## src/rtl/lane_inv_sweep_pkg.sv

```systemverilog
package lane_inv_sweep_pkg;
  localparam int NUM_LANES = 14;
  localparam int GROUP_W   = 5;

  typedef struct packed {
    logic load;
    logic stepFull;
    logic stepGroup;
    logic refUpper;
  } sweepCmd_t;
endpackage

```

## src/rtl/lane_inv_sweep_ctrl.sv

```systemverilog
module lane_inv_sweep_ctrl
  import lane_inv_sweep_pkg::*;
(
  input  logic      clk,
  input  logic      rstN,
  input  logic      fullSweep,
  input  logic      mapUpper,
  input  logic      autoEn,
  input  logic      loadEn,
  input  logic      stepStrobe,
  output sweepCmd_t cmd
);
  logic advance;

  // A step is qualified only when sweeping is on, a strobe is present and no load competes.
  always_comb begin
    advance       = autoEn && stepStrobe && !loadEn;
    cmd.load      = loadEn;
    cmd.stepFull  = advance && fullSweep;
    cmd.stepGroup = advance && !fullSweep;
    cmd.refUpper  = mapUpper;
  end

  AST_NO_STEP_WHEN_OFF: assert property (@(posedge clk) disable iff (!rstN)
    !autoEn |-> !(cmd.stepFull || cmd.stepGroup));

  AST_LOAD_BEATS_STEP: assert property (@(posedge clk) disable iff (!rstN)
    loadEn |-> !(cmd.stepFull || cmd.stepGroup));

  AST_ONE_ACTION: assert property (@(posedge clk) disable iff (!rstN)
    $onehot0({cmd.load, cmd.stepFull, cmd.stepGroup}));
endmodule

```

## src/rtl/lane_inv_sweep_datapath.sv

```systemverilog
module lane_inv_sweep_datapath
  import lane_inv_sweep_pkg::*;
#(
  parameter int LANES = NUM_LANES,
  parameter int GW    = GROUP_W
) (
  input  logic             clk,
  input  logic             rstN,
  input  sweepCmd_t        cmd,
  input  logic [LANES-1:0] loadMask,
  output logic [LANES-1:0] invMask
);
  localparam int NUM_GROUPS = (LANES + GW - 1) / GW;

  logic [LANES-1:0] maskQ;
  logic [LANES-1:0] ringNext;
  logic [LANES-1:0] groupNext;
  logic [GW-1:0]    refGrp;
  logic [GW-1:0]    refRot;

  // Full ring: every lane, including lane 13, moves up one place and the top lane wraps to lane 0.
  always_comb begin
    for (int i = 0; i < LANES; i++) begin
      ringNext[(i + 1) % LANES] = maskQ[i];
    end
  end

  // Grouped: rotate the chosen reference group modulo GW and copy it into every group.
  always_comb begin
    refGrp = cmd.refUpper ? maskQ[GW +: GW] : maskQ[0 +: GW];
    refRot = {refGrp[GW-2:0], refGrp[GW-1]};
  end

  for (genvar g = 0; g < NUM_GROUPS; g++) begin : gGrp
    localparam int LO = g * GW;
    localparam int W  = (LANES - LO < GW) ? (LANES - LO) : GW;
    assign groupNext[LO +: W] = refRot[W-1:0];
  end

  always_ff @(posedge clk or negedge rstN) begin
    if (!rstN)              maskQ <= '0;
    else if (cmd.load)      maskQ <= loadMask;
    else if (cmd.stepFull)  maskQ <= ringNext;
    else if (cmd.stepGroup) maskQ <= groupNext;
  end

  assign invMask = maskQ;

  AST_LOAD_TAKES: assert property (@(posedge clk) disable iff (!rstN)
    cmd.load |=> invMask == $past(loadMask));

  AST_HOLD_IDLE: assert property (@(posedge clk) disable iff (!rstN)
    !(cmd.load || cmd.stepFull || cmd.stepGroup) |=> $stable(invMask));

  AST_RING_KEEPS_ONES: assert property (@(posedge clk) disable iff (!rstN)
    cmd.stepFull |=> $countones(invMask) == $countones($past(invMask)));

  AST_GROUPS_ALIGNED: assert property (@(posedge clk) disable iff (!rstN)
    cmd.stepGroup |=> (invMask[0 +: GW] == invMask[GW +: GW])
                   && (invMask[LANES-1:2*GW] == invMask[LANES-1-2*GW:0]));
endmodule

```

## src/rtl/lane_inv_sweep.sv

```systemverilog
module lane_inv_sweep
  import lane_inv_sweep_pkg::*;
(
  input  logic                 clk,
  input  logic                 rstN,
  input  logic                 fullSweep,
  input  logic                 mapUpper,
  input  logic                 autoEn,
  input  logic                 loadEn,
  input  logic [NUM_LANES-1:0] loadMask,
  input  logic                 stepStrobe,
  output logic [NUM_LANES-1:0] invMask
);
  sweepCmd_t cmd;

  lane_inv_sweep_ctrl u_ctrl (
    .clk        (clk),
    .rstN       (rstN),
    .fullSweep  (fullSweep),
    .mapUpper   (mapUpper),
    .autoEn     (autoEn),
    .loadEn     (loadEn),
    .stepStrobe (stepStrobe),
    .cmd        (cmd)
  );

  lane_inv_sweep_datapath #(
    .LANES (NUM_LANES),
    .GW    (GROUP_W)
  ) u_dp (
    .clk      (clk),
    .rstN     (rstN),
    .cmd      (cmd),
    .loadMask (loadMask),
    .invMask  (invMask)
  );
endmodule

```

## config.mk

```make
export PLATFORM = sky130hd
export DESIGN_NAME = lane_inv_sweep
export DESIGN_NICKNAME = d
export VERILOG_FILES = /design/src/rtl/lane_inv_sweep_pkg.sv /design/src/rtl/lane_inv_sweep_ctrl.sv /design/src/rtl/lane_inv_sweep_datapath.sv /design/src/rtl/lane_inv_sweep.sv
export SDC_FILE = /design/constraint.sdc
export NUM_CORES = 1
export LEC_CHECK = 0
export BUFFER_PORTS_ARGS = -buffer_cell sky130_fd_sc_hd__buf_2
export CAP_MARGIN = 20
export CORE_MARGIN = 3
export CORE_UTILIZATION = 46
export CTS_CLUSTER_SIZE = 10
export DETAILED_ROUTE_END_ITERATION = 7
export PLACE_DENSITY = 0.77
export SLEW_MARGIN = 20
export SYNTH_ARGS = -nofsm -noshare
export SYNTH_HDL_FRONTEND = slang
export SYNTH_HIERARCHICAL = 1
export SYNTH_SLANG_ARGS = --single-unit
export TNS_END_PERCENT = 20
```

## constraint.sdc

```tcl
create_clock -name clk -period 1 [get_ports clk]
set_input_delay 0.1 -clock clk [delete_from_list [all_inputs] [get_ports clk]]
set_output_delay 0.1 -clock clk [all_outputs]
set_load 0.05 [all_outputs]
```

* Word-level counts from Yosys, hierarchy flattened *
Index checks and enable logic that the tools add are counted.

word-level totals
  register bits = 14
  logic and storage cells = 12
  bits of input ports = 21
  output and inout bits = 14

cells by class
  reductions and logical operators = 7
  mux-type cells = 4

operators by type and width
  cell                 number
  $mux W14             3
  $mux W5              1
  $logic_and A1 B1 Y1  4
  $reduce_bool A3 Y1   1
  $logic_not A1 Y1     2

* Logic depth before layout (Yosys ltp) *
Gate-level depths: netlist of the first run.

  depth in word-level cells = 6
  depth in mapped cells = 6
  gate-level depth less buffers = 4

* Hierarchy *
Netlist of the first run, hierarchy kept.

by module, submodules not included
  module                   sequential area each (um^2)  cells an instance  instances  area each (um^2)
  lane_inv_sweep_datapath  350.3                        81                 1          798.3
  lane_inv_sweep_ctrl      0.0                          4                  1          38.8

* Worst setup path before layout of the first run *
OpenSTA, ideal clock, no wires.

  path kind = register to register
  start point = reg u_dp.maskQ[1], in the netlist u_dp/invMask[1]
  end point = reg u_dp.maskQ[12], in the netlist u_dp/invMask[12]
  setup slack = -0.311 ns
  library setup time = 0.110 ns
  period minus slack after synthesis = 1.311 ns
  arrival = 1.201 ns
  stages on the path, launching flop included = 4
  required time = 0.890 ns
  buffers on the path = 0
  cells stage by stage = dfrtp_1 -> nor2b_1 -> a211oi_1 -> o41ai_1

between the ends
  word-level cells in the longest chain between the ends = 4

ends and longest elaborated chain
  what                    RTL line                       source
  from (decl)             lane_inv_sweep_datapath.sv:15  logic [LANES-1:0] maskQ;
  from (signal assigned)  lane_inv_sweep_datapath.sv:42  else if (cmd.load) maskQ <= loadMask;
  from (signal assigned)  lane_inv_sweep_datapath.sv:43  else if (cmd.stepFull) maskQ <= ringNext;
  from (signal assigned)  lane_inv_sweep_datapath.sv:44  else if (cmd.stepGroup) maskQ <= groupNext;
  $mux W5                 lane_inv_sweep_datapath.sv:30  refGrp = cmd.refUpper ? maskQ[GW +: GW] : maskQ[0 +: GW];
  $mux W14                lane_inv_sweep_datapath.sv:44
  $mux W14                lane_inv_sweep_datapath.sv:43
  $mux W14                lane_inv_sweep_datapath.sv:42

No other way between the ends. The select of a mux whose other input is x is not followed.
A chain may end at the register's enable or synchronous reset.

* Worst setup path in the final report of the first run *
  start point = reg u_dp.maskQ[4], in the netlist u_dp/invMask[4]
  end point = out invMask[4]

RTL lines
  what       RTL line              source
  to (decl)  lane_inv_sweep.sv:12  output logic [NUM_LANES-1:0] invMask

No word-level cell between the ends.

==> results of run 1 <==
[cell usage after synthesis]
cell | count | area share (%)
sky130_fd_sc_hd__o22ai_1 | 10 | 7.5
sky130_fd_sc_hd__nor2b_1 | 9 | 6.7
sky130_fd_sc_hd__inv_1 | 1 | 0.45
sky130_fd_sc_hd__buf_6 | 2 | 2.7
sky130_fd_sc_hd__a21oi_2 | 1 | 1.0
sky130_fd_sc_hd__clkbuf_2 | 1 | 0.60
sky130_fd_sc_hd__mux2i_1 | 10 | 12
sky130_fd_sc_hd__and4bb_2 | 1 | 1.5
sky130_fd_sc_hd__and2_4 | 1 | 1.0
sky130_fd_sc_hd__buf_4 | 2 | 1.8
sky130_fd_sc_hd__nor3_1 | 4 | 2.4
sky130_fd_sc_hd__a21oi_1 | 9 | 5.4
sky130_fd_sc_hd__nor2_1 | 1 | 0.45
sky130_fd_sc_hd__a211oi_1 | 4 | 3.6
sky130_fd_sc_hd__clkbuf_1 | 1 | 0.45
sky130_fd_sc_hd__nand2_1 | 4 | 1.8
sky130_fd_sc_hd__nand2b_1 | 1 | 0.75
sky130_fd_sc_hd__dfrtp_1 | 14 | 42
sky130_fd_sc_hd__o41ai_1 | 4 | 4.2
sky130_fd_sc_hd__buf_2 | 3 | 1.8
sky130_fd_sc_hd__and4b_2 | 1 | 1.3
sky130_fd_sc_hd__or3_1 | 1 | 0.75
[kinds of logic (layout without fill, tap and decap cells)]
logic type / count (synthesis) / in the layout
AO/OA/AOI/OAI: 28 / 28
multiplexers: 10 / 10
AND/OR/NAND/NOR: 23 / 25
flip-flops: 14 / 14
buffers and inverters: 10 / 60
[worst min-delay path, stage by stage]
cell,delay [ns]
sky130_fd_sc_hd__buf_2,0.07
sky130_fd_sc_hd__nand2_1,0.05
sky130_fd_sc_hd__o41ai_2,0.04
[per-layer routing]
| layer | part of all wire [%] | wire length (µm) | GRT usage [%] |
|---|---|---|---|
| met2 | 51 | 1720 | 43.2 |
| met5 | 0 | 0 | 0 |
| met4 | 4.5 | 151 | 6.16 |
| met1 | 38 | 1260 | 26.8 |
| met3 | 6.7 | 224 | 4.29 |
[per-stage QoR]
step | setup slack [ns] | cell area [µm²] | cells
6_report | -0.113 | 1450 | 161
5_1_grt | -0.129 | 1450 | 161
4_1_cts | -0.0711 | 1310 | 159
3_5_place_dp | -0.389 | 1120 | 149
3_3_place_gp | -0.313 | 1120 | 149
2_1_floorplan | -0.165 | 875 | 85
[area by class of cell]
cell class | count | area share, %
Multi-Input combinational cell | 63 | 37.9
Timing Repair Buffer | 55 | 32.5
Sequential cell | 14 | 24.8
Clock buffer | 4 | 2.50
Tap cell | 24 | 2.07
Inverter | 1 | 0.258
[what timing repair did]
| action | in CTS | in global routing |
|---|---|---|
| hold endpoints to repair | 14 | 0 |
| pin swaps | 2 | 8 |
| hold buffers | 1 | 0 |
| endpoints found under the setup margin | 25 | 27 |
| gates cloned | 0 | 2 |
| resized for setup | 34 | 25 |
| buffers inserted | 5 | 0 |
[power groups by stage]
stage / Sequential [µW] / Combinational, µW / Clock [µW]
finish: 753 / 1020 / 452
global route: 762 / 1060 / 473
CTS: 734 / 886 / 421
detailed placement: 736 / 717 / 0
global placement: 727 / 699 / 0
floorplan: 996 / 226 / 0
[final timing paths]
check	to	slack, ns	cells after the start
min in group asynchronous	u_dp/invMask[11]	0.22	2
min	u_dp/invMask[11]	-0.02	3
max in group asynchronous	u_dp/invMask[2]	0.50	2
max reg2reg	u_dp/invMask[5]	-0.09	4
min reg2reg	u_dp/invMask[10]	0.65	2
max	invMask[4]	-0.11	2
==> results.txt, run 1 <==
----------------------------------------------------
[Logic synthesis]
  Xor-xnor portion of the synthesized cell area ... 0%
  Compound-gate portion of the synthesized area ... between 20% and 30%
  Synthesized instance count ... 85
  Yosys warnings ... 6
  Share of synthesized cell area in full adder, half adder and majority cells ... 0%
  Sequential fraction of the synthesis area ... 41.9%
  Count of different cell masters after synthesis ... 22
  Post-synthesis share of cell area spent on and, or, nand and nor gates ... 16.7%
  Syn nets ... 106
  Combinational family with the most area after synthesis ... compound AO/OA/AOI/OAI gates
  Fraction of synthesized area in multiplexers ... 12.0%
  Post-synthesis register bit count ... 14
  Avg Synthesized Cell Area ... 9.85 µm²
  Summed instance area of the synthesized netlist ... 837 µm²

[Pwr]
  Internal power component ... 1320 µW
  Total power ... between 2000 and 2500 µW
  Switching part of the total ... 40.7%
  Sequential cell fraction of total power ... roughly 34%
  Net Sw Power ... 906 µW
  Leakage ... approximately 0.00066 µW
  Power density relative to cell area ... ~1500 nW/µm²
  Portion of total power attributed to combinational logic ... between 40% and 50%
  Clock network fraction of design power ... 20.3%
  Maximum VDD drop ... between 1 and 1.5 mV

[Routing]
  Routed wire per std cell ... between 20 and 25 µm
  First drt pass iteration count ... 4
  Antenna violation net count after detailed routing ... 0
  First DRT Iteration DRCs ... 35
  Overall via count from detail_route ... 977
  Vias per inst ... 6.07
  Routed wire length ... roughly 3400 µm
  Remaining design rule violation count ... 0

[Clocking]
  CTS tree ... yes
  Max Root-Sink Buffers ... 2
  Worst-path clk slew ... 0.10 ns
  Number of clock sinks ... 14
  Max H-tree Level ... 1
  Clock latency on the worst-skew pair ... ~0.30 ns
  Num CTS Buffers ... 3
  Root cell of the clock tree ... sky130_fd_sc_hd__clkbuf_4

[Global route]
  Number of antenna violations at the first check in global routing ... 0
  Overall fraction of global-route tracks in use ... a little under a quarter
  Maximum number of pins on one net before global-route repair ... 15
  Global-route wire length before repair ... 4300 µm
  Aggregate global routing overflow ... 0
  Via count of the first global-routing pass ... 904

[Timing]
  Fin. max-slew vios ... 0
  Worst Max-Slew Pin Slew ... 0.343 ns
  Maximum achievable frequency ... 0.899 GHz
  Total Negative Setup Slacks ... -1.06 ns
  Worst hold margin ... -0.0152 ns
  Number of setup violations in the final report ... 21
  Worst Slack Setup Final ... -0.113 ns
  Normalized max-slew margin ... 77.1%
  Unrepaired setup endpoints after global routing ... true
  Portion of the clock cycle consumed by the worst path in the final layout ... 111%
  Fin crit period ... 1.11 ns
  Setup skew after layout ... 0.0102 ns
  Count of final hold-check violations ... 2

[Final layout]
  Layout cells sized above 1 ... 65.0%
  Fraction of the core area covered by cells at the end of the flow ... 90.1%
  Number of flip-flops in the largest register ... 14
  Area Overhead vs Synth ... 73.5%
  Most frequent cells in the layout ... sky130_fd_sc_hd__buf_6 (19), sky130_fd_sc_hd__buf_2 (18), sky130_fd_sc_hd__buf_4 (13)
  # nets final ... 159
  Most common cell after layout, fill and taps aside ... sky130_fd_sc_hd__buf_6
  Area occupied by registers ... 360 µm²
  Number of fill cells in the layout ... between 70 and 80
  Multi-input gate area in the final layout ... 551 µm²
  Diodes inserted ... 0

[Placement]
  Port bufs ... 34
  Sum of net half-perimeters after detailed placement ... ~1800 µm
  Weighted congestion reported at the end of routability-driven placement ... 0.762

[Worst setup path]
  Critical Path RT ... 0.90 ns
  Kind of critical path ... register to primary output
  Chain of cells forming the critical path ... buf_6 -> buf_8
  Launching point of the worst reg2reg path ... u_dp/invMask[4]
  CP max stage cell ... sky130_fd_sc_hd__dfrtp_2
  Endpoint arrival time on the critical path ... 1.01 ns
  Dominant delay contributor by cell family on the critical path ... flip-flops
  Worst-path maximum fanout ... 2
  Critical Path Source Type ... register
  Number of buffers and inverters on the critical path ... 2
  Start point of the critical path ... u_dp/invMask[4]
  Delay of the slowest cell on the worst path ... 0.44 ns
  Category of the worst setup path capture point ... primary output

[Floorplanning]
  Die Footprint ... around 2400 µm²
  Die span in y ... 48.7 µm
  Horizontal die dimension ... slightly below 50 µm
  Starting utilization of the core area ... 51.9%
  Number of standard-cell rows in the floorplan ... 14
  Number of top-level pins ... 35
  Total core area ... 1610 µm²

[Status]
  Failing checks ... negative hold slack, negative setup slack
  Outcome ... complete, but fails checks

[Min path]
  Worst min path class ... input pin to register
  Worst Hold Launch ... loadMask[11]

[Job]
  Number of maximum-capacitance violations ... 0

----------------------------------------------------
No activity file was read; power rests on OpenSTA's default activity.
==> run 2: changes to the inputs <==
--- a/config.mk
+++ b/config.mk
@@ -8,13 +8,12 @@
 export BUFFER_PORTS_ARGS = -buffer_cell sky130_fd_sc_hd__buf_2
 export CAP_MARGIN = 20
 export CORE_MARGIN = 3
-export CORE_UTILIZATION = 46
+export CORE_UTILIZATION = 47
 export CTS_CLUSTER_SIZE = 10
 export DETAILED_ROUTE_END_ITERATION = 7
 export PLACE_DENSITY = 0.77
 export SLEW_MARGIN = 20
 export SYNTH_ARGS = -nofsm -noshare
 export SYNTH_HDL_FRONTEND = slang
-export SYNTH_HIERARCHICAL = 1
 export SYNTH_SLANG_ARGS = --single-unit
 export TNS_END_PERCENT = 20
==> run 2 against run 1 <==
  * The flow finishes with violations (negative setup slack)
  * Register-to-register slack lost 0.02 ns
  * Design area fell by 3.4%
  * Largest power group unchanged
  * Core utilization down 11 points
  * Critical path type is now register to register
  * Highest routed layer unchanged
==> results.txt, run 2 <==
----------------------------------------------------
[Status]
  Outcome ... complete, but fails checks (unchanged)
  Failing checks ... negative setup slack (was negative hold slack, negative setup slack)

[Logic synthesis]
  Synthesized instance count ... 101 (was 85)
  Summed instance area of the synthesized netlist ... 908 µm² (was 837 µm²)
  Xor-xnor portion of the synthesized cell area ... 0% (unchanged)
  Yosys warnings ... 0 (was 6)
  Compound-gate portion of the synthesized area ... 28.4% (was 21.7%)
  Most numerous cell in the Yosys netlist ... sky130_fd_sc_hd__dfrtp_1 (unchanged)
  Post-synth EDFFs ... 0 (unchanged)
  Syn nets ... 122 (was 106)
  Count of different cell masters after synthesis ... 19 (was 22)
  Main area contributors after synthesis ... sky130_fd_sc_hd__dfrtp_1 (39%), sky130_fd_sc_hd__a211oi_1 (8.3%), sky130_fd_sc_hd__o31ai_1 (8.3%), sky130_fd_sc_hd__mux2_2 (5.0%), sky130_fd_sc_hd__and3b_1 (4.8%) (was sky130_fd_sc_hd__dfrtp_1 (42%), sky130_fd_sc_hd__mux2i_1 (12%), sky130_fd_sc_hd__o22ai_1 (7.5%), sky130_fd_sc_hd__nor2b_1 (6.7%), sky130_fd_sc_hd__a21oi_1 (5.4%))
  Post-synthesis share of cell area spent on and, or, nand and nor gates ... 21.6% (was 16.7%)
  Proportion of netlist area held by the largest area contributor ... 38.6% (was 41.9%)
  Share of synthesized cell area in full adder, half adder and majority cells ... 0% (unchanged)
  Ranking of synthesized cells by instance count ... sky130_fd_sc_hd__dfrtp_1 (14), sky130_fd_sc_hd__nand2_1 (11), sky130_fd_sc_hd__a211oi_1 (10), sky130_fd_sc_hd__nor2_1 (10), sky130_fd_sc_hd__o31ai_1 (10) (was sky130_fd_sc_hd__dfrtp_1 (14), sky130_fd_sc_hd__mux2i_1 (10), sky130_fd_sc_hd__o22ai_1 (10), sky130_fd_sc_hd__a21oi_1 (9), sky130_fd_sc_hd__nor2b_1 (9))
  Sequential fraction of the synthesis area ... 38.6% (was 41.9%)
  Combinational family with the most area after synthesis ... compound AO/OA/AOI/OAI gates (unchanged)
  Library cell with the largest summed area after synthesis ... sky130_fd_sc_hd__dfrtp_1 (unchanged)
  Fraction of synthesized area in multiplexers ... 4.96% (was 12.0%)
  Post-synthesis register bit count ... 14 (unchanged)
  Commonest register cell after synthesis ... sky130_fd_sc_hd__dfrtp_1 (unchanged)
  Avg Synthesized Cell Area ... 8.99 µm² (was 9.85 µm²)
  Async set-reset flop share out of synthesis ... 100% (unchanged)

[Final layout]
  Most frequent cells in the layout ... sky130_fd_sc_hd__buf_2 (20), sky130_fd_sc_hd__nand2_1 (11), sky130_fd_sc_hd__buf_6 (11), sky130_fd_sc_hd__buf_4 (11) (was sky130_fd_sc_hd__buf_6 (19), sky130_fd_sc_hd__buf_2 (18), sky130_fd_sc_hd__buf_4 (13))
  Number of flip-flops in the largest register ... 14 (unchanged)
  Area Overhead vs Synth ... 54.5% (was 73.5%)
  Fraction of the core area covered by cells at the end of the flow ... 78.7% (was 90.1%)
  Diodes inserted ... 0 (unchanged)
  Most common cell after layout, fill and taps aside ... sky130_fd_sc_hd__buf_2 (was sky130_fd_sc_hd__buf_6)
  Layout cells sized above 1 ... 53.1% (was 65.0%)
  # nets final ... 169 (was 159)

[Routing]
  First drt pass iteration count ... 4 (unchanged)
  Routed wire length ... 2550 µm (was 3360 µm)
  Remaining design rule violation count ... 0 (unchanged)
  First DRT Iteration DRCs ... 23 (was 35)
  Top routing layer used ... met4 (unchanged)
  Overall via count from detail_route ... 952 (was 977)
  Detailed-route wire length on metal 1 ... 1100 µm (was 1260 µm)
  Antenna violation net count after detailed routing ... 0 (unchanged)
  Routed wire per std cell ... 14.8 µm (was 20.9 µm)
  Vias per inst ... 5.53 (was 6.07)
  Total met2 wirelength after detailed routing ... 1310 µm (was 1720 µm)
  Met3 routed wirelength ... 112 µm (was 224 µm)

[Global route]
  Maximum number of pins on one net before global-route repair ... 18 (was 15)
  Aggregate global routing overflow ... 0 (unchanged)
  Via count of the first global-routing pass ... 938 (was 904)
  Global-route wire length before repair ... 4290 µm (was 4300 µm)
  Number of antenna violations at the first check in global routing ... 0 (unchanged)
  Overall fraction of global-route tracks in use ... 22.4% (was 23.2%)

[Worst setup path]
  Kind of critical path ... register to register (was register to primary output)
  Launching point of the worst reg2reg path ... u_dp.invMask[7] (was u_dp/invMask[4])
  Worst-path maximum fanout ... 4 (was 2)
  Setup slack on the worst flop-to-flop path ... -0.11 ns (was -0.09 ns)
  Critical Path Source Type ... register (unchanged)
  Endpoint arrival time on the critical path ... 1.27 ns (was 1.01 ns)
  Worst reg2reg path depth ... 3 (was 4)
  Category of the worst setup path capture point ... register (was primary output)
  Endpoint of the worst-slack reg-to-reg timing path ... u_dp.invMask[13] (was u_dp/invMask[5])
  Critical Path RT ... 1.16 ns (was 0.90 ns)

[Pwr]
  Power density relative to cell area ... 1310 nW/µm² (was 1530 nW/µm²)
  Leakage ... 0.000614 µW (was 0.000656 µW)
  Total power ... 1840 µW (was 2230 µW)
  Maximum VDD drop ... 1.09 mV (was 1.39 mV)

[Min path]
  Worst min path class ... input pin to register (unchanged)
  Sink of the worst hold path ... u_dp.invMask[7] (was u_dp/invMask[11])
  Worst Hold Launch ... loadMask[7] (was loadMask[11])
  Number of stages on the worst hold path ... 3 (unchanged)

[Timing]
  Fin crit period ... 1.11 ns (about the same)
  Count of final hold-check violations ... 0 (was 2)
  Number of setup violations in the final report ... 16 (was 21)
  Fin. max-slew vios ... 0 (unchanged)
  Worst hold margin ... 0.0180 ns (was -0.0152 ns)
  Worst Max-Slew Pin Slew ... 0.585 ns (was 0.343 ns)
  Normalized max-slew margin ... 60.9% (was 77.1%)
  Portion of the clock cycle consumed by the worst path in the final layout ... 111% (about the same)
  Worst Slack Setup Final ... -0.110 ns (was -0.113 ns)
  Maximum achievable frequency ... 0.901 GHz (was 0.899 GHz)
  Setup skew after layout ... 0.0125 ns (was 0.0102 ns)
  Unrepaired setup endpoints after global routing ... true (unchanged)

[Floorplanning]
  Number of standard-cell rows in the floorplan ... 15 (was 14)
  Number of top-level pins ... 35 (unchanged)
  Die Footprint ... 2500 µm² (was 2370 µm²)
  Starting utilization of the core area ... 50.9% (was 51.9%)
  Horizontal die dimension ... 50.0 µm (was 48.7 µm)
  Die span in y ... 50.0 µm (was 48.7 µm)
  Total core area ... 1780 µm² (was 1610 µm²)

[Job]
  Number of maximum-capacitance violations ... 0 (unchanged)

[Clocking]
  CTS tree ... yes (unchanged)
  Root cell of the clock tree ... sky130_fd_sc_hd__clkbuf_4 (unchanged)
  Max H-tree Level ... 1 (unchanged)
  Clock latency on the worst-skew pair ... 0.28 ns (was 0.30 ns)
  Num CTS Buffers ... 3 (unchanged)
  Number of clock sinks ... 14 (unchanged)
  Worst-path clk slew ... 0.09 ns (was 0.10 ns)
  Max Root-Sink Buffers ... 2 (unchanged)

[Placement]
  Weighted congestion reported at the end of routability-driven placement ... 0.806 (was 0.762)
  Port bufs ... 34 (unchanged)
  Post-Place Setup Slack ... -0.151 ns (was -0.389 ns)
  Sum of net half-perimeters after detailed placement ... 1730 µm (was 1830 µm)

----------------------------------------------------
run 2: stage by stage:
stage | TNS (ns) | instance area (µm²) | std cells
2_1_floorplan | -1.62 | 920 | 101
3_3_place_gp | -0.830 | 1170 | 164
3_5_place_dp | -1.04 | 1170 | 164
4_1_cts | -0.939 | 1360 | 171
5_1_grt | -1.94 | 1400 | 172
6_report | -1.07 | 1400 | 172
run 2: how the worst max path moves through the flow:
stage	from	slack, ns	endpoint
2_1_floorplan	u_dp.invMask[4]	-0.15	u_dp.invMask[0]
3_3_place_gp	mapUpper	-0.14	u_dp.invMask[13]
6_report	u_dp.invMask[7]	-0.11	u_dp.invMask[13]
3_5_place_dp	mapUpper	-0.15	u_dp.invMask[10]
4_1_cts	u_dp.invMask[7]	-0.12	u_dp.invMask[13]
5_1_grt	u_dp.invMask[7]	-0.18	u_dp.invMask[13]
run 2: cell type report:
type	count	area [µm²]
tap	25	31.3
timing repair buffer	51	434
fill	118	379
clock buffer	4	26.3
multi-input combinational	78	549
sequential	14	363
run 2: layer usage:
| layer | vias to the layer above | track usage (%) |
|---|---|---|
| met3 | 6 | 3.93 |
| met2 | 36 | 36.1 |
| met5 | - | 0 |
| li1 | 463 | - |
| met1 | 447 | 29.5 |
| met4 | 0 | 8.76 |
run 2: report_power, final:
group | total (µW) | internal [µW] | switching [µW] | leakage [µW]
clock network | 344 | 155 | 189 | 0.0000150
logic | 799 | 353 | 446 | 0.000444
registers | 695 | 633 | 62.3 | 0.000155
total | 1840 | 1140 | 697 | 0.000614
run 2: cells by family (layout without fill, tap and decap cells):
| kind of cell | after synthesis | count (layout) |
|---|---|---|
| AOI/OAI and AO/OA | 37 | 37 |
| and+or+nand+nor | 37 | 37 |
| DFF | 14 | 14 |
| buffers and inverters | 9 | 55 |
| muxes | 4 | 4 |
run 2: critical path, cell delays in order (launching register included):
cell	delay, ns
sky130_fd_sc_hd__dfrtp_2	0.44
sky130_fd_sc_hd__mux2_2	0.28
sky130_fd_sc_hd__o211ai_1	0.18
sky130_fd_sc_hd__a21oi_1	0.09
run 2: repair_timing:
action	in CTS	in global routing
pin swaps	10	5
buffers inserted	2	1
hold buffers	1	0
hold endpoints to repair	14	0
gates resized for setup	38	10
endpoints found under the setup margin	28	26
==> run 3: changes to the inputs <==
--- a/config.mk
+++ b/config.mk
@@ -5,13 +5,14 @@
 export SDC_FILE = /design/constraint.sdc
 export NUM_CORES = 1
 export LEC_CHECK = 0
+export ABC_AREA = 1
 export BUFFER_PORTS_ARGS = -buffer_cell sky130_fd_sc_hd__buf_2
 export CAP_MARGIN = 20
 export CORE_MARGIN = 3
-export CORE_UTILIZATION = 47
+export CORE_UTILIZATION = 43
 export CTS_CLUSTER_SIZE = 10
 export DETAILED_ROUTE_END_ITERATION = 7
-export PLACE_DENSITY = 0.77
+export PLACE_DENSITY = 0.74
 export SLEW_MARGIN = 20
 export SYNTH_ARGS = -nofsm -noshare
 export SYNTH_HDL_FRONTEND = slang
==> constraint.sdc (replaced) <==
create_clock -name clk -period 0.91 [get_ports clk]
set_input_delay 0.091 -clock clk [delete_from_list [all_inputs] [get_ports clk]]
set_output_delay 0.091 -clock clk [all_outputs]
set_load 0.05 [all_outputs]
==> run 3 against run 2 <==
  * The flow still finishes with violations (negative setup slack)
  * Setup slack worse by 0.056 ns
  * Power is 38% higher
  * Synthesized area increased by 1.5%
  * Wire length grew 13%
  * Combinational power increased by 56%
  * Die area is 9.6% higher
  * Design area rose by 9.4%
  * Clock power is 33% higher
  * First-iteration DRC count grew 48%
  * Clock-buffer cell count stayed put
  * Clock skew down 0.0081 ns
  * Critical path depth shrank 1
==> results.txt, run 3 <==
----------------------------------------------------
[Status]
  Outcome ... complete, but fails checks (unchanged)
  Failing checks ... negative setup slack (unchanged)

[Floorplanning]
  Number of standard-cell rows in the floorplan ... 16 (was 15)
  Horizontal die dimension ... 52.3 µm (was 50.0 µm)
  Total core area ... 2000 µm² (was 1780 µm²)
  Starting utilization of the core area ... 46.1% (was 50.9%)
  Die Footprint ... 2740 µm² (was 2500 µm²)
  Number of top-level pins ... 35 (unchanged)
  Die span in y ... 52.3 µm (was 50.0 µm)

[Worst setup path]
  Category of the worst setup path capture point ... primary output (was register)
  Setup slack on the worst flop-to-flop path ... -0.16 ns (was -0.11 ns)
  Endpoint arrival time on the critical path ... 0.98 ns (was 1.27 ns)
  Kind of critical path ... register to primary output (was register to register)
  Chain of cells forming the critical path ... buf_6 -> buf_8 (was mux2_2 -> o211ai_1 -> a21oi_1)
  CP max stage cell ... sky130_fd_sc_hd__dfrtp_2 (unchanged)
  Critical Path RT ... 0.82 ns (was 1.16 ns)
  Worst-path maximum fanout ... 2 (was 4)
  Delay of the slowest cell on the worst path ... 0.44 ns (about the same)
  Critical Path Source Type ... register (unchanged)

[Pwr]
  Maximum VDD drop ... 1.20 mV (was 1.09 mV)
  Net Sw Power ... 1030 µW (was 697 µW)
  Internal power component ... 1510 µW (was 1140 µW)
  Portion of total power attributed to combinational logic ... 49.3% (was 43.5%)
  Sequential cell fraction of total power ... 32.6% (was 37.8%)
  Clock network fraction of design power ... 18.1% (was 18.7%)
  Power density relative to cell area ... 1650 nW/µm² (was 1310 nW/µm²)
  Switching part of the total ... 40.4% (was 37.9%)
  Leakage ... 0.000863 µW (was 0.000614 µW)

[Timing]
  Portion of the clock cycle consumed by the worst path in the final layout ... 118%
  Worst Max-Slew Pin Slew ... 0.325 ns (was 0.585 ns)
  Worst Slack Setup Final ... -0.166 ns (was -0.110 ns)
  Unrepaired setup endpoints after global routing ... true (unchanged)
  Fin crit period ... 1.08 ns
  Setup skew after layout ... 0.00434 ns (was 0.0125 ns)
  Worst hold margin ... 0.0957 ns (was 0.0180 ns)
  Number of setup violations in the final report ... 28 (was 16)
  Count of final hold-check violations ... 0 (unchanged)
  Fin. max-slew vios ... 0 (unchanged)
  Normalized max-slew margin ... 78.3% (was 60.9%)
  Maximum achievable frequency ... 0.930 GHz

[Logic synthesis]
  Main area contributors after synthesis ... sky130_fd_sc_hd__dfrtp_1 (38%), sky130_fd_sc_hd__nand2_1 (30%), sky130_fd_sc_hd__nand3_1 (10%), sky130_fd_sc_hd__inv_1 (6.5%), sky130_fd_sc_hd__o21ai_1 (5.4%) (was sky130_fd_sc_hd__dfrtp_1 (39%), sky130_fd_sc_hd__a211oi_1 (8.3%), sky130_fd_sc_hd__o31ai_1 (8.3%), sky130_fd_sc_hd__mux2_2 (5.0%), sky130_fd_sc_hd__and3b_1 (4.8%))
  Yosys warnings ... 0 (unchanged)
  Syn nets ... 168 (was 122)
  Post-synthesis register bit count ... 14 (unchanged)
  Count of different cell masters after synthesis ... 13 (was 19)
  Compound-gate portion of the synthesized area ... 7.60% (was 28.4%)
  Synthesized instance count ... 147 (was 101)
  Summed instance area of the synthesized netlist ... 922 µm² (was 908 µm²)
  Ranking of synthesized cells by instance count ... sky130_fd_sc_hd__nand2_1 (73), sky130_fd_sc_hd__nand3_1 (19), sky130_fd_sc_hd__inv_1 (16), sky130_fd_sc_hd__dfrtp_1 (14), sky130_fd_sc_hd__o21ai_1 (10) (was sky130_fd_sc_hd__dfrtp_1 (14), sky130_fd_sc_hd__nand2_1 (11), sky130_fd_sc_hd__a211oi_1 (10), sky130_fd_sc_hd__nor2_1 (10), sky130_fd_sc_hd__o31ai_1 (10))
  Post-synthesis share of cell area spent on and, or, nand and nor gates ... 41.9% (was 21.6%)
  Proportion of netlist area held by the largest area contributor ... 38.0% (was 38.6%)
  Most numerous cell in the Yosys netlist ... sky130_fd_sc_hd__nand2_1 (was sky130_fd_sc_hd__dfrtp_1)
  Xor-xnor portion of the synthesized cell area ... 0% (unchanged)
  Sequential fraction of the synthesis area ... 38.0% (was 38.6%)
  Library cell with the largest summed area after synthesis ... sky130_fd_sc_hd__dfrtp_1 (unchanged)
  Combinational family with the most area after synthesis ... simple AND/OR/NAND/NOR gates (was compound AO/OA/AOI/OAI gates)
  Fraction of synthesized area in multiplexers ... 0% (was 4.96%)
  Commonest register cell after synthesis ... sky130_fd_sc_hd__dfrtp_1 (unchanged)
  Async set-reset flop share out of synthesis ... 100% (unchanged)
  Avg Synthesized Cell Area ... 6.27 µm² (was 8.99 µm²)
  Share of synthesized cell area in full adder, half adder and majority cells ... 0% (unchanged)
  Post-synth EDFFs ... 0 (unchanged)

[Global route]
  Number of antenna violations at the first check in global routing ... 0 (unchanged)
  Via count of the first global-routing pass ... 1096 (was 938)
  Overall fraction of global-route tracks in use ... 22.2% (was 22.4%)
  Global-route wire length before repair ... 4560 µm (was 4290 µm)
  Maximum number of pins on one net before global-route repair ... 16 (was 18)
  Aggregate global routing overflow ... 0 (unchanged)

[Final layout]
  Number of flip-flops in the largest register ... 14 (unchanged)
  # nets final ... 226 (was 169)
  Most frequent cells in the layout ... sky130_fd_sc_hd__nand2_1 (62), sky130_fd_sc_hd__buf_2 (20), sky130_fd_sc_hd__buf_6 (18) (was sky130_fd_sc_hd__buf_2 (20), sky130_fd_sc_hd__nand2_1 (11), sky130_fd_sc_hd__buf_6 (11), sky130_fd_sc_hd__buf_4 (11))
  Diodes inserted ... 0 (unchanged)
  Area Overhead vs Synth ... 66.6% (was 54.5%)
  Layout cells sized above 1 ... 45.6% (was 53.1%)
  Number of fill cells in the layout ... 154 (was 118)
  Most common cell after layout, fill and taps aside ... sky130_fd_sc_hd__nand2_1 (was sky130_fd_sc_hd__buf_2)

[Min path]
  Worst min path class ... input pin to register (unchanged)

[Clocking]
  Number of clock sinks ... 14 (unchanged)
  Root cell of the clock tree ... sky130_fd_sc_hd__clkbuf_4 (unchanged)
  Max H-tree Level ... 1 (unchanged)
  Worst-path clk slew ... 0.09 ns (about the same)
  Clock latency on the worst-skew pair ... 0.28 ns (about the same)
  Max Root-Sink Buffers ... 2 (unchanged)
  Num CTS Buffers ... 3 (unchanged)
  CTS tree ... yes (unchanged)

[Routing]
  First drt pass iteration count ... 5 (was 4)
  Routed wire per std cell ... 12.5 µm (was 14.8 µm)
  Routed wire length ... 2890 µm (was 2550 µm)
  Vias per inst ... 4.98 (was 5.53)
  First DRT Iteration DRCs ... 34 (was 23)
  Remaining design rule violation count ... 0 (unchanged)
  Overall via count from detail_route ... 1151 (was 952)
  Antenna violation net count after detailed routing ... 0 (unchanged)

[Placement]
  Sum of net half-perimeters after detailed placement ... 1880 µm (was 1730 µm)
  Post-Place Setup Slack ... -0.0315 ns (was -0.151 ns)
  Port bufs ... 34 (unchanged)
  Weighted congestion reported at the end of routability-driven placement ... 0.908 (was 0.806)

[Job]
  Number of maximum-capacitance violations ... 0 (unchanged)

----------------------------------------------------
[run 3: cell types whose count changed in the layout (fill, tap and decap cells not counted), moves of 7 or more]
cell,previous run,this run
sky130_fd_sc_hd__nand3_1,0,14
sky130_fd_sc_hd__nor2_1,10,0
sky130_fd_sc_hd__o21ai_1,0,10
sky130_fd_sc_hd__inv_1,0,16
sky130_fd_sc_hd__a21oi_1,8,0
sky130_fd_sc_hd__buf_6,11,18
sky130_fd_sc_hd__nand2_2,0,9
sky130_fd_sc_hd__o31ai_1,10,0
sky130_fd_sc_hd__nand2_1,11,62
sky130_fd_sc_hd__a211oi_2,10,0
[run 3: through the flow]
step                std cells  setup TNS [ns]  utilization (%)  cell area [µm²]  total power (µW)
finish                    231           -2.60             76.8             1540              2540
global route              231           -3.92             76.8             1540              2670
CTS                       230           -2.67             72.6             1450              2460
detailed placement        217          -0.149             60.9             1220              1720
global placement          217         -0.0640             60.9             1220              1710
floorplan                 147           -1.16                -              935              1410
[run 3: power by group through the flow]
stage	sequential [µW]	clock, µW	combinational [µW]
final	828	458	1250
after global routing	844	494	1340
after detailed placement	817	0	902
after global placement	814	0	894
after floorplan	1140	0	264
after CTS	817	471	1170
[run 3: what timing repair did]
action / CTS / global route
pin swaps: 1 / 7
resized for setup: 39 / 21
gates cloned: 0 / 0
endpoints found under the hold margin: 14 / 0
endpoints found under the setup margin: 25 / 28
buffers inserted: 8 / 1
hold buffers: 1 / 0
[run 3: final cells by class]
type / count / area [µm²] / area share [%]
clock buffers: 4 / 36.3 / 2.36
inverters: 19 / 71.3 / 4.64
multi-input cells: 108 / 519 / 33.8
flip-flops and latches: 14 / 363 / 23.6
well taps: 27 / 33.8 / 2.20
repair buffers: 59 / 513 / 33.4
[run 3: logic make-up (layout without fill, tap and decap cells)]
group	count (synthesis)	count (layout)
compound gates	14	14
simple gates	94	94
buf+inv	25	82
flops	14	14
[run 3: worst max-delay path: cells and delay by family, from the launching register on]
| kind | cells | cell delay (ns) |
|---|---|---|
| buf+inv | 2 | 0.27 |
| flops | 1 | 0.44 |
[run 3: worst paths after layout]
path,startpoint,end,cells past startpoint
min reg2reg,u_dp.invMask[3],u_dp.invMask[3],2
min in group asynchronous,rstN,u_dp.invMask[12],2
max in group asynchronous,rstN,u_dp.invMask[6],2
min,loadMask[7],u_dp.invMask[7],5
max reg2reg,u_dp.invMask[2],u_dp.invMask[13],7
max,u_dp.invMask[7],invMask[7],2
[run 3: layer usage]
| layer | GRT usage (%) | vias to the layer above | share of wire [%] |
|---|---|---|---|
| met1 | 27.3 | 529 | 41 |
| met2 | 38.6 | 53 | 51 |
| li1 | - | 565 | - |
| met5 | 0 | - | 0 |
| met3 | 3.13 | 4 | 7.3 |
| met4 | 8.94 | 0 | 0.76 |
